<file path="src/rtl/wt_pkg.sv">
package wt_pkg;
    localparam int BANK_SAMPLES = 32;
    localparam int NUM_BANKS    = 2;
    localparam int HW_PER_BANK  = BANK_SAMPLES / 4;
    localparam int HW_AW        = $clog2(HW_PER_BANK);
    localparam int IDX_W        = $clog2(BANK_SAMPLES * NUM_BANKS);
    localparam int FREQ_W       = 11;
    localparam int LEN_W        = 8;
    localparam int FREQ_SPAN    = 1 << FREQ_W;

    typedef enum logic [2:0] {
        LVL_MUTE    = 3'b000,
        LVL_FULL    = 3'b001,
        LVL_HALF    = 3'b010,
        LVL_QUARTER = 3'b011
    } level_e;

    typedef struct packed {
        logic             bank;
        logic [HW_AW-1:0] hw;
        logic [1:0]       pos;
    } rd_sel_t;

    // Even sample of a byte is its high nibble; bytes ascend with address.
    function automatic logic [3:0] pick_nibble(input logic [15:0] hw, input logic [1:0] pos);
        logic [7:0] byte_v;
        byte_v = pos[1] ? hw[15:8] : hw[7:0];
        return pos[0] ? byte_v[3:0] : byte_v[7:4];
    endfunction

    function automatic logic [3:0] scale_level(input logic [3:0] s, input logic [2:0] code);
        logic [3:0] r;
        if (code[2]) r = (s >> 1) + (s >> 2);
        else begin
            case (level_e'(code))
                LVL_FULL:    r = s;
                LVL_HALF:    r = s >> 1;
                LVL_QUARTER: r = s >> 2;
                default:     r = 4'd0;
            endcase
        end
        return r;
    endfunction
endpackage

</file>
<file path="src/rtl/wt_ram.sv">
module wt_ram
    import wt_pkg::*;
(
    input  logic             clk,
    input  logic             rst,
    input  logic             wr_en,
    input  logic             wr_bank,
    input  logic [HW_AW-1:0] wr_addr,
    input  logic [15:0]      wr_data,
    input  logic             rd_bank,
    input  logic [HW_AW-1:0] rd_addr,
    output logic [15:0]      rd_data
);
    logic [15:0] bank_q [NUM_BANKS];

    for (genvar b = 0; b < NUM_BANKS; b++) begin : g_bank
        logic [15:0] mem [HW_PER_BANK];
        always_ff @(posedge clk) begin
            if (rst) begin
                for (int i = 0; i < HW_PER_BANK; i++) mem[i] <= '0;
            end else if (wr_en && (int'(wr_bank) == b)) begin
                mem[wr_addr] <= wr_data;
            end
        end
        assign bank_q[b] = mem[rd_addr];
    end

    assign rd_data = bank_q[rd_bank];
endmodule

</file>
<file path="src/rtl/wt_sequencer.sv">
module wt_sequencer
    import wt_pkg::*;
#(
    parameter int CLK_DIV = 1
) (
    input  logic              clk,
    input  logic              rst,
    input  logic              out_en,
    input  logic              trigger,
    input  logic              chain_mode,
    input  logic [FREQ_W-1:0] freq,
    input  logic [LEN_W-1:0]  len_val,
    input  logic              timed,
    input  logic              len_tick,
    output logic              active,
    output logic [IDX_W-1:0]  idx
);
    localparam int TMR_W = $clog2(FREQ_SPAN * CLK_DIV + 1);

    logic [TMR_W-1:0] tmr;
    logic [LEN_W-1:0] len_cnt;
    logic [31:0]      span;
    logic [TMR_W-1:0] reload;
    logic [IDX_W-1:0] idx_next;

    assign span   = (32'(FREQ_SPAN) - 32'(freq)) * 32'(CLK_DIV);
    assign reload = TMR_W'(span - 32'd1);

    always_comb begin
        if (chain_mode) idx_next = idx + 1'b1;
        else            idx_next = {1'b0, idx[IDX_W-2:0] + 1'b1};
    end

    always_ff @(posedge clk) begin
        if (rst) begin
            active  <= 1'b0;
            idx     <= '0;
            tmr     <= '0;
            len_cnt <= '0;
        end else if (!out_en) begin
            active <= 1'b0;
        end else if (trigger) begin
            active  <= 1'b1;
            idx     <= '0;
            tmr     <= reload;
            len_cnt <= len_val;
        end else if (active) begin
            if (tmr == '0) begin
                tmr <= reload;
                idx <= idx_next;
            end else begin
                tmr <= tmr - 1'b1;
            end
            if (timed && len_tick) begin
                if (len_cnt <= LEN_W'(1)) begin
                    active  <= 1'b0;
                    len_cnt <= '0;
                end else begin
                    len_cnt <= len_cnt - 1'b1;
                end
            end
        end
    end
endmodule

</file>
<file path="src/rtl/wavetable_channel.sv">
module wavetable_channel
    import wt_pkg::*;
#(
    parameter int CLK_DIV = 1
) (
    input  logic        clk,
    input  logic        rst,
    input  logic        wr_en,
    input  logic [2:0]  wr_addr,
    input  logic [15:0] wr_data,
    input  logic        chain_mode,
    input  logic        play_bank,
    input  logic        out_en,
    input  logic [10:0] freq,
    input  logic [7:0]  len_val,
    input  logic        timed,
    input  logic [2:0]  level,
    input  logic        trigger,
    input  logic        len_tick,
    output logic [3:0]  sample_out,
    output logic        active
);
    logic [IDX_W-1:0] idx;
    logic [15:0]      rd_data;
    rd_sel_t          sel;

    wt_sequencer #(.CLK_DIV(CLK_DIV)) u_seq (
        .clk(clk), .rst(rst), .out_en(out_en), .trigger(trigger),
        .chain_mode(chain_mode), .freq(freq), .len_val(len_val),
        .timed(timed), .len_tick(len_tick), .active(active), .idx(idx)
    );

    always_comb begin
        sel.bank = play_bank ^ (chain_mode & idx[IDX_W-1]);
        sel.hw   = idx[HW_AW+1:2];
        sel.pos  = idx[1:0];
    end

    wt_ram u_ram (
        .clk(clk), .rst(rst), .wr_en(wr_en), .wr_bank(~play_bank),
        .wr_addr(wr_addr), .wr_data(wr_data),
        .rd_bank(sel.bank), .rd_addr(sel.hw), .rd_data(rd_data)
    );

    assign sample_out = active ? scale_level(pick_nibble(rd_data, sel.pos), level) : 4'd0;
endmodule

</file>
<file path="config.mk">
export PLATFORM = sky130hd
export DESIGN_NAME = wavetable_channel
export DESIGN_NICKNAME = d
export VERILOG_FILES = /design/src/rtl/wt_pkg.sv /design/src/rtl/wt_ram.sv /design/src/rtl/wt_sequencer.sv /design/src/rtl/wavetable_channel.sv
export SDC_FILE = /design/constraint.sdc
export NUM_CORES = 1
export LEC_CHECK = 0
export BUFFER_PORTS_ARGS = -buffer_cell sky130_fd_sc_hd__buf_4
export CAP_MARGIN = 25
export CORE_MARGIN = 2
export CORE_UTILIZATION = 50
export CTS_BUF_LIST = sky130_fd_sc_hd__clkbuf_8
export CTS_CLUSTER_DIAMETER = 120
export DETAILED_ROUTE_END_ITERATION = 16
export PLACE_DENSITY = 0.73
export SLEW_MARGIN = 10
export SYNTH_ARGS = -nofsm -noshare
export SYNTH_HDL_FRONTEND = slang
export SYNTH_SLANG_ARGS = --single-unit
</file>
<file path="constraint.sdc">
create_clock -name clk -period 9.31 [get_ports clk]
set_clock_uncertainty 0.2 [all_clocks]
set_input_delay 0 -clock clk [delete_from_list [all_inputs] [get_ports clk]]
set_output_delay 0 -clock clk [all_outputs]
set_load 0.01 [all_outputs]
</file>
# [Word-level counts from Yosys, hierarchy flattened]
# Memory sizes are Yosys's and may differ from the RTL's. A register that Yosys moved wholly into a read port is not among the register bits.
# Cells that the tools add are included.
[totals] reg_bits=27 n_memories=2 word_cells=77 out_inout_bits=5 ramBits=256
[memory_table] memory="u_ram.g_bank[0].mem" words=8 word_bits=16 rd=1 rd_clocked_by_memory_dff=1 write_ports=8 line_no="wt_ram.sv:17" source="logic [15:0] mem [HW_PER_BANK];"
[memory_table] memory="u_ram.g_bank[1].mem" words=8 word_bits=16 rd=1 rd_clocked_by_memory_dff=1 write_ports=8 line_no="wt_ram.sv:17"
[op_classes] magnitude_cmp=2 mux=41 n_reduce_logical=13 n_bitwise=5 eq_ne=3 add_sub_neg=7
[op_table] op="$mux 16" n=5
[op_table] op="$mux 8" n=5
[op_table] op="$mux 12" n=3
[op_table] op="$reduce_or 16->1" n=2
[op_table] op="$mux 6" n=4
[op_table] op="$sub 12x1->12 const B" n=2
[op_table] op="$mux 3" n=6
[op_table] op="$mux 1" n=14
[op_table] op="$logic_not 12->1" n=1
[op_table] op="$mux 4" n=3
[op_table] op="$pmux 4 s3" n=1
[op_table] op="$sub 12x11->12 const A" n=1
[op_table] op="$le 8x1->1 const B" n=1
[op_table] op="$sub 8x1->8 const B" n=1
[op_table] op="$add 6x1->6 const B" n=1
[op_table] op="$eq 3x2->1 const B" n=2
[op_table] op="$reduce_and 3->1" n=2
[op_table] op="$reduce_bool 2->1" n=3
[op_table] op="$add 5x1->5 const B" n=1
[op_table] op="$add 3x2->4" n=1
[op_table] op="$eq 3x1->1 const B" n=1
[op_table] op="$logic_and 1x1->1" n=3
[op_table] op="$ge 2x2->1 const B" n=1
[op_table] op="$not 1->1" n=2
[op_table] op="5 further kinds" n=5

# [Longest topological paths before layout]
# Gate-level depths: netlist of run 1.
[depth] depth_word=11 mapped_depth=12

# [Hierarchy]
# From an unflattened synthesis of run 1, not the netlist that was laid out.
[hier_totals] cells_unflattened=962 area_unflattened_um2=13714.4
[by_module_without_submodules] mod="wt_ram" area_each_um2=11587.4 cells_per_inst=722 instances=1
[by_module_without_submodules] mod="wt_sequencer" area_each_um2=1692.9 cells_per_inst=201 instances=1
[by_module_without_submodules] mod="wavetable_channel" area_each_um2=434.2 cells_per_inst=39 instances=1

# [Worst setup path after synthesis of run 1]
# Ideal clock, no wire load.
[synth_path] path_kind="reg-to-output" startpoint="register with a tool-made name" endpoint="output port sample_out[2]" required_ns=9.110 t_arrival_ns=3.022 path_buffers=4 stages_incl_launch_ff=12 path_slack_ns=6.088 path_cell_list="dfxtp_1 buf_2 buf_4 buf_2 buf_2 mux4_2 a221oi_1 a211oi_2 ha_1 fa_1 xnor2_1 a211oi_1"
[synth_rtl] item="end, declared" line_no="wavetable_channel.sv:20" source="output logic [3:0] sample_out,"

==> impl_metrics.json, run 1 <==
{
  "r2r_slack_ns": 5.90,
  "holdPathStages": 5,
  "track_usage": 0.234,
  "critPathTopFamily": "compound AO/OA/AOI/OAI gates",
  "synth_edf_count": 256,
  "worst_slack_ns": 4.45,
  "core_area_mm2": 0.0270,
  "drtPass1Iterations": 5,
  "outcome": "finished, final reports clean",
  "fp-row-count": 60,
  "place.gp.congestion": 0.878,
  "pre_cts_ws_ns": 5.04,
  "drive_gt1_frac": 0.173,
  "cp_cell_sequence": "buf_4, mux4_2, and3_1, a2111oi_0, nor4_1, o211a_2, ha_1, fa_1, o211ai_1, o22ai_1, buf_4",
  "synthFlopType": "edfxtp_1",
  "overflow": 0,
  "root_buffer": "clkbuf_8",
  "hold_viol": 0,
  "yosys_register_bits": 286,
  "crit_arrival_ns": 4.66,
  "cp-endpoint": "sample_out[1]",
  "synth_compound_area_frac": 0.0544,
  "grt_pass1_vias": 8766,
  "nets": 1171,
  "cts.sinks": 286,
  "p_leak_nw": 5.75,
  "r2r_cells": 7,
  "crit_fanout": 33,
  "clkLatencyLatePin_ns": 0.57,
  "path_class": "flip-flop to output pin",
  "drtAntennaViolNets": 0,
  "timing.final.crit_period_ns": 4.86,
  "required_ns": 9.11,
  "p_per_area_mw_per_mm2": 174,
  "yosys_warnings": 0,
  "drc": 0,
  "post_cts_buffers": 0,
  "cp.buffers_inverters": 2,
  "yosys.area_share.simple": 0.183,
  "areaGrowthSynthToFinish_pct": 16.0,
  "syn_avg_cell_area_um2": 13.9,
  "fin_crit_sh": 0.522,
  "dieArea_mm2": 0.0289,
  "synthXorXnorAreaFrac": 0.00318,
  "viasPerCell": 5.85,
  "relSlewSlack": 0.402,
  "ys_async_sr_fraction": 0,
  "rr_endpoint": "u_seq.idx[5]$_SDFFE_PP0N_",
  "crit_slowest_cell": "dfxtp_4",
  "rsz0062_at_grt": "no",
  "synth_top_family_by_area": "simple AND/OR/NAND/NOR gates",
  "muxShareOfSynthArea": 0.122,
  "synth_cell_types": 66,
  "synth.cell_area_mm2": 0.0138,
  "die_h_um": 170,
  "synth_cells": 989,
  "max_freq_mhz": 206,
  "synth_seq_area_share": 0.602,
  "die_w_um": 170,
  "routedWlPerCell_um": 22.3,
  "synth_nets": 1047,
  "worstSetupEndpointType": "output pin",
  "path_depth": 11,
  "clkTransAtPathRegs_ns": 0.06,
  "antenna_found_initial": 0,
  "hp-class": "primary input to flip-flop",
  "drt_iter0_drc": 727,
  "cts_buffers": 47,
  "worst_slew_pin_slew_ns": 0.897,
  "via_count": 8729,
  "drv_slew": 0,
  "startpoint_type": "flip-flop",
  "setup_viol": 0,
  "htree_levels": 2,
  "io_buffers": 54,
  "r2r_start": "u_seq.tmr[4]$_SDFFE_PP0P_",
  "synth-adder-area-share": 0.00781,
  "critPathMostFrequentCell": "buf_4",
  "grt_pass1_wl_um": 50400,
  "initial_utilization": 0.510,
  "maxCapViolCount": 0,
  "slowest_delay_ns": 0.74,
  "floorplan.io_pins": 55,
  "diodes": 0,
  "cts_tree": "yes",
  "grt_max_degree": 61,
  "finalSetupTns_ns": 0,
  "wirelength_um": 33300,
  "hpwl_um": 20100,
  "clk_path_buf_depth": 3,
  "ir_drop_mv": 0.0938
}
-- area by class of cell --
type	instances	area [µm²]
clock buffers	52	716
flip-flops and latches	286	8290
repair buffers	142	1240
inverters	8	30.0
clock inverters	36	174
fillers	2063	11000
multi-input cells	628	5100
well taps	341	427
-- logic make-up after synthesis --
| kind of cell | after synthesis |
|---|---|
| muxes | 74 |
| xor gates and xnor gates | 5 |
| DFF | 286 |
| and+or+nand+nor | 432 |
| buffers and inverters | 75 |
| AOI/OAI and AO/OA | 109 |
| adders and majority gates | 8 |
-- timing repair --
item / 4_1_cts / 5_1_grt
hold buffers: 70 / 0
gates resized for setup: 0 / 0
endpoints found under the hold margin: 286 / 0
-- worst reg2reg max path, stage by stage (launching register included) --
cell           delay (ns)
dfxtp_1              0.39
nor4_4               0.47
a41oi_2              0.50
nor2_2               0.36
nand4_1              0.21
or3_1                0.40
a221oi_1             0.27
dlygate4sd3_1        0.58
-- flip-flops by register name, summed over array words and instances, names as in the netlist, named ones only --
| register | count |
|---|---|
| u_seq.idx | 6 |
| u_seq.len_cnt | 8 |
| u_seq.active | 1 |
| u_ram.g_bank.mem | 256 |
| u_seq.tmr | 12 |
-- Yosys cell counts (all sizes together) (9+ instances only) --
cell / instances / area (µm²)
and2: 256 / 1600
clkbuf: 48 / 180
buf: 19 / 176
a21oi: 21 / 105
nand3: 9 / 45.0
nor3: 11 / 55.1
o21ai: 29 / 145
dfxtp: 30 / 601
nor4: 12 / 105
a22oi: 10 / 75.1
nand2: 34 / 130
and3: 12 / 75.1
or2: 18 / 113
edfxtp: 256 / 7690
a211oi: 10 / 80.1
nor2: 50 / 190
mux4: 66 / 1590
-- placed cells by master (no fill, tap or decap), drive strengths merged, types with 18 or more instances in the layout --
cell         synthesis  final
or2                 18     18
and2               256    256
dfxtp               30     30
nand2               34     34
nor2                50     50
o21ai               29     29
buf                 19     72
a21oi               21     21
inv                  8     27
clkbuf              48     52
edfxtp             256    256
mux4                66     66
dlygate4sd3          0     70
-- per-stage QoR --
step                cells  utilization  hold WS (ns)  instance area (µm²)  total power, mW
floorplan             989            -        -0.117                13800             1.66
global placement     1335        0.532         0.108                14400             1.74
detailed placement   1335        0.532         0.122                14400             1.75
CTS                  1493        0.591       0.00472                16000             2.80
global route         1493        0.591        0.0790                16000             2.88
finish               1493        0.591        0.0369                16000             2.79
-- where the power goes --
part	switching [mW]	leakage, nW	internal (mW)
logic	0.145	2.54	0.108
clock network	0.495	0.524	0.542
registers	0.0277	2.69	1.47
total	0.668	5.75	2.12
-- how the worst min path moves through the flow --
stage / start / to / slack [ns]
finish: wr_addr[1] / u_ram.g_bank[1].mem[7][6]$_SDFFCE_PN0P_ / 0.04
global route: wr_addr[1] / u_ram.g_bank[1].mem[7][9]$_SDFFCE_PN0P_ / 0.08
CTS: wr_addr[1] / u_ram.g_bank[1].mem[7][6]$_SDFFCE_PN0P_ / 0.005
detailed placement: level[2] / sample_out[2] / 0.12
global placement: len_val[7] / u_seq.len_cnt[7]$_SDFFE_PP0P_ / 0.11
floorplan: level[2] / sample_out[2] / -0.12
-- metal layers --
| layer | wire length [µm] | GRT usage | vias to the layer above |
|---|---|---|---|
| met5 | 0 | 0 | - |
| met4 | 1130 | 0.0910 | 0 |
| met3 | 2060 | 0.0367 | 66 |
| met2 | 16200 | 0.394 | 340 |
| met1 | 13800 | 0.307 | 4356 |
| li1 | - | - | 3967 |
(Power assumes the default switching activity.)
==> inputs of run 2 (changes only) <==
==> constraint.sdc (replaced) <==
create_clock -name clk -period 4.6 [get_ports clk]
set_clock_uncertainty 0.2 [all_clocks]
set_input_delay 0 -clock clk [delete_from_list [all_inputs] [get_ports clk]]
set_output_delay 0 -clock clk [all_outputs]
set_load 0.01 [all_outputs]
==> run 2 against run 1 <==
Compared with the run above:
- die area unchanged
- register-to-register slack got worse by 5.5 ns
- non-clock buffer count is 18 higher
- largest power group unchanged
==> impl_metrics.json, run 2 (same netlist as run 1, synthesis figures left out) <==
{
  "htree_levels": 2,
  "p_int_mw": 4.46,
  "drtPass1Iterations": 7,
  "reg_top3": "u_ram.g_bank.mem (256), u_seq.tmr (12), u_seq.len_cnt (8)",
  "min-delay-start": "wr_addr[1]",
  "num-fill-cells": 2032,
  "core_area_mm2": 0.0270,
  "largest_register_ffs": 256,
  "track_usage": 0.244,
  "p_leak_nw": 5.85,
  "holdPathStages": 5,
  "power.share.clock": 0.391,
  "worstSetupEndpointType": "output pin",
  "via_count": 8885,
  "drc": 0,
  "clkTransAtPathRegs_ns": 0.06,
  "diodes": 0,
  "cts_resized": 0,
  "final_cell_mix": "256 x and2_1, 256 x edfxtp_1, 80 x dlygate4sd3_1, 78 x buf_4, 51 x clkbuf_8",
  "hp-class": "primary input to flip-flop",
  "hold_viol": 0,
  "routedWlPerCell_um": 23.1,
  "r2r_cells": 10,
  "initial_utilization": 0.510,
  "cts_tree": "yes",
  "cp.buffers_inverters": 2,
  "switching_share": 0.238,
  "viasPerCell": 5.89,
  "crit_slowest_cell": "dfxtp_2",
  "wirelength_um": 34800,
  "cts.sinks": 286,
  "drtAntennaViolNets": 0,
  "grt_pass1_wl_um": 52400,
  "floorplan.io_pins": 55,
  "ir_drop_mv": 0.198,
  "final_core_util": 0.601,
  "clkLatencyLatePin_ns": 0.57,
  "cp_cell_sequence": "buf_12, mux2i_1, a2111oi_0, nor4_1, a211oi_2, ha_1, fa_1, o211ai_1, o22ai_1, buf_4",
  "min_to": "u_ram.g_bank[1].mem[3][14]$_SDFFCE_PN0P_",
  "startpoint_type": "flip-flop",
  "finalSetupTns_ns": 0,
  "crit_arrival_ns": 4.06,
  "rr_endpoint": "u_seq.len_cnt[2]$_SDFFE_PP0P_",
  "cts_buffers": 48,
  "relSlewSlack": 0.457,
  "fin_crit_sh": 0.926,
  "drv_slew": 0,
  "overflow": 0,
  "path_class": "flip-flop to output pin",
  "setup_viol": 0,
  "place.gp.congestion": 0.886,
  "critPathTopFamily": "compound AO/OA/AOI/OAI gates",
  "regMostFlops": "u_ram.g_bank.mem",
  "hpwl_um": 21000,
  "slowest_delay_ns": 0.84,
  "root_buffer": "clkbuf_8",
  "die_w_um": 170,
  "outcome": "finished, final reports clean",
  "grt_max_degree": 44,
  "timing.final.crit_period_ns": 4.26,
  "dieArea_mm2": 0.0289,
  "worst_slew_pin_slew_ns": 0.794,
  "nets": 1190,
  "layout.area.seq_mm2": 0.00829,
  "drt_iter0_drc": 793,
  "antenna_found_initial": 1,
  "die_h_um": 170,
  "switching_power_mw": 1.39,
  "crit_fanout": 28,
  "fp-row-count": 60,
  "grt_pass1_vias": 9028,
  "sequentialPowerShare": 0.518,
  "r2r_start": "u_seq.len_cnt[2]$_SDFFE_PP0P_",
  "multi_input_area_mm2": 0.00510,
  "max_freq_mhz": 235,
  "maxCapViolCount": 0,
  "p_comb_frac": 0.090,
  "required_ns": 4.40,
  "drive_gt1_frac": 0.184,
  "io_buffers": 54,
  "areaGrowthSynthToFinish_pct": 17.9,
  "rsz0062_at_grt": "no",
  "p_per_area_mw_per_mm2": 361,
  "clk_path_buf_depth": 3,
  "r2r_slack_ns": 0.40
}
==> run 2: changes by cell type in the layout (fill, tap and decap cells not counted) <==
cell / change
buf_12: +2
buf_4: +6
bufinv_16: +3
clkbuf_8: -1
clkinv_1: -3
clkinv_2: +5
dlygate4sd3_1: +10
inv_1: -7
inv_8: +1
==> run 2: final cells by class <==
class	instances	area share
clock buffer	51	0.0432
clock inverter	35	0.0162
inverter	8	0.00185
multi-input combinational	628	0.314
sequential	286	0.511
tap	341	0.0263
timing repair buffer	160	0.0878
==> run 2: worst reg2reg max path: stages (launching register included) <==
cell	delay, ns
dfxtp_1	0.36
nor3_1	0.34
nand2b_1	0.16
nor4_1	0.56
nor2_1	0.22
a32o_1	0.30
dlygate4sd3_1	0.56
a22oi_1	0.19
dlygate4sd3_1	0.58
nor2_1	0.04
dlygate4sd3_1	0.58
==> run 2: per-layer routing <==
metal	track usage	part of all wire
met1	0.329	0.41
met2	0.409	0.49
met3	0.0349	0.065
met4	0.0844	0.031
met5	0	0
==> run 2: power groups by stage <==
| stage | clock network (mW) | logic (mW) | registers [mW] |
|---|---|---|---|
| after floorplan | 0 | 0.299 | 3.05 |
| after global routing | 2.43 | 0.572 | 3.05 |
| after CTS | 2.31 | 0.523 | 3.03 |
| after detailed placement | 0 | 0.457 | 3.09 |
| after global placement | 0 | 0.450 | 3.08 |
| final | 2.29 | 0.530 | 3.03 |
==> run 2: worst max-delay path by stage <==
stage	startpoint	cells after the start	end	slack [ns]
finish	flip-flop	10	sample_out[1]	0.34
global route	flip-flop	10	sample_out[1]	0.12
CTS	flip-flop	10	sample_out[2]	0.1
detailed placement	flip-flop	10	sample_out[2]	0.72
global placement	flip-flop	10	sample_out[2]	0.77
floorplan	flip-flop	11	sample_out[2]	1.38
==> run 2: what timing repair did <==
action | 4_1_cts | 5_1_grt
hold endpoints to repair | 286 | 0
setup endpoints to repair | 0 | 2
hold buffers | 80 | 0
setup buffers | 0 | 1
==> run 2: per-stage QoR <==
step	cell area (µm²)	std cells	hold slack [ns]	total power, mW	setup slack, ns
after global routing	16200	1509	0.0831	6.05	0.120
after detailed placement	14500	1342	0.118	3.54	0.724
after floorplan	13800	989	-0.117	3.35	1.38
after CTS	16200	1508	0.0178	5.87	0.0979
after global placement	14500	1342	0.109	3.53	0.770
final	16200	1509	0.0413	5.86	0.342
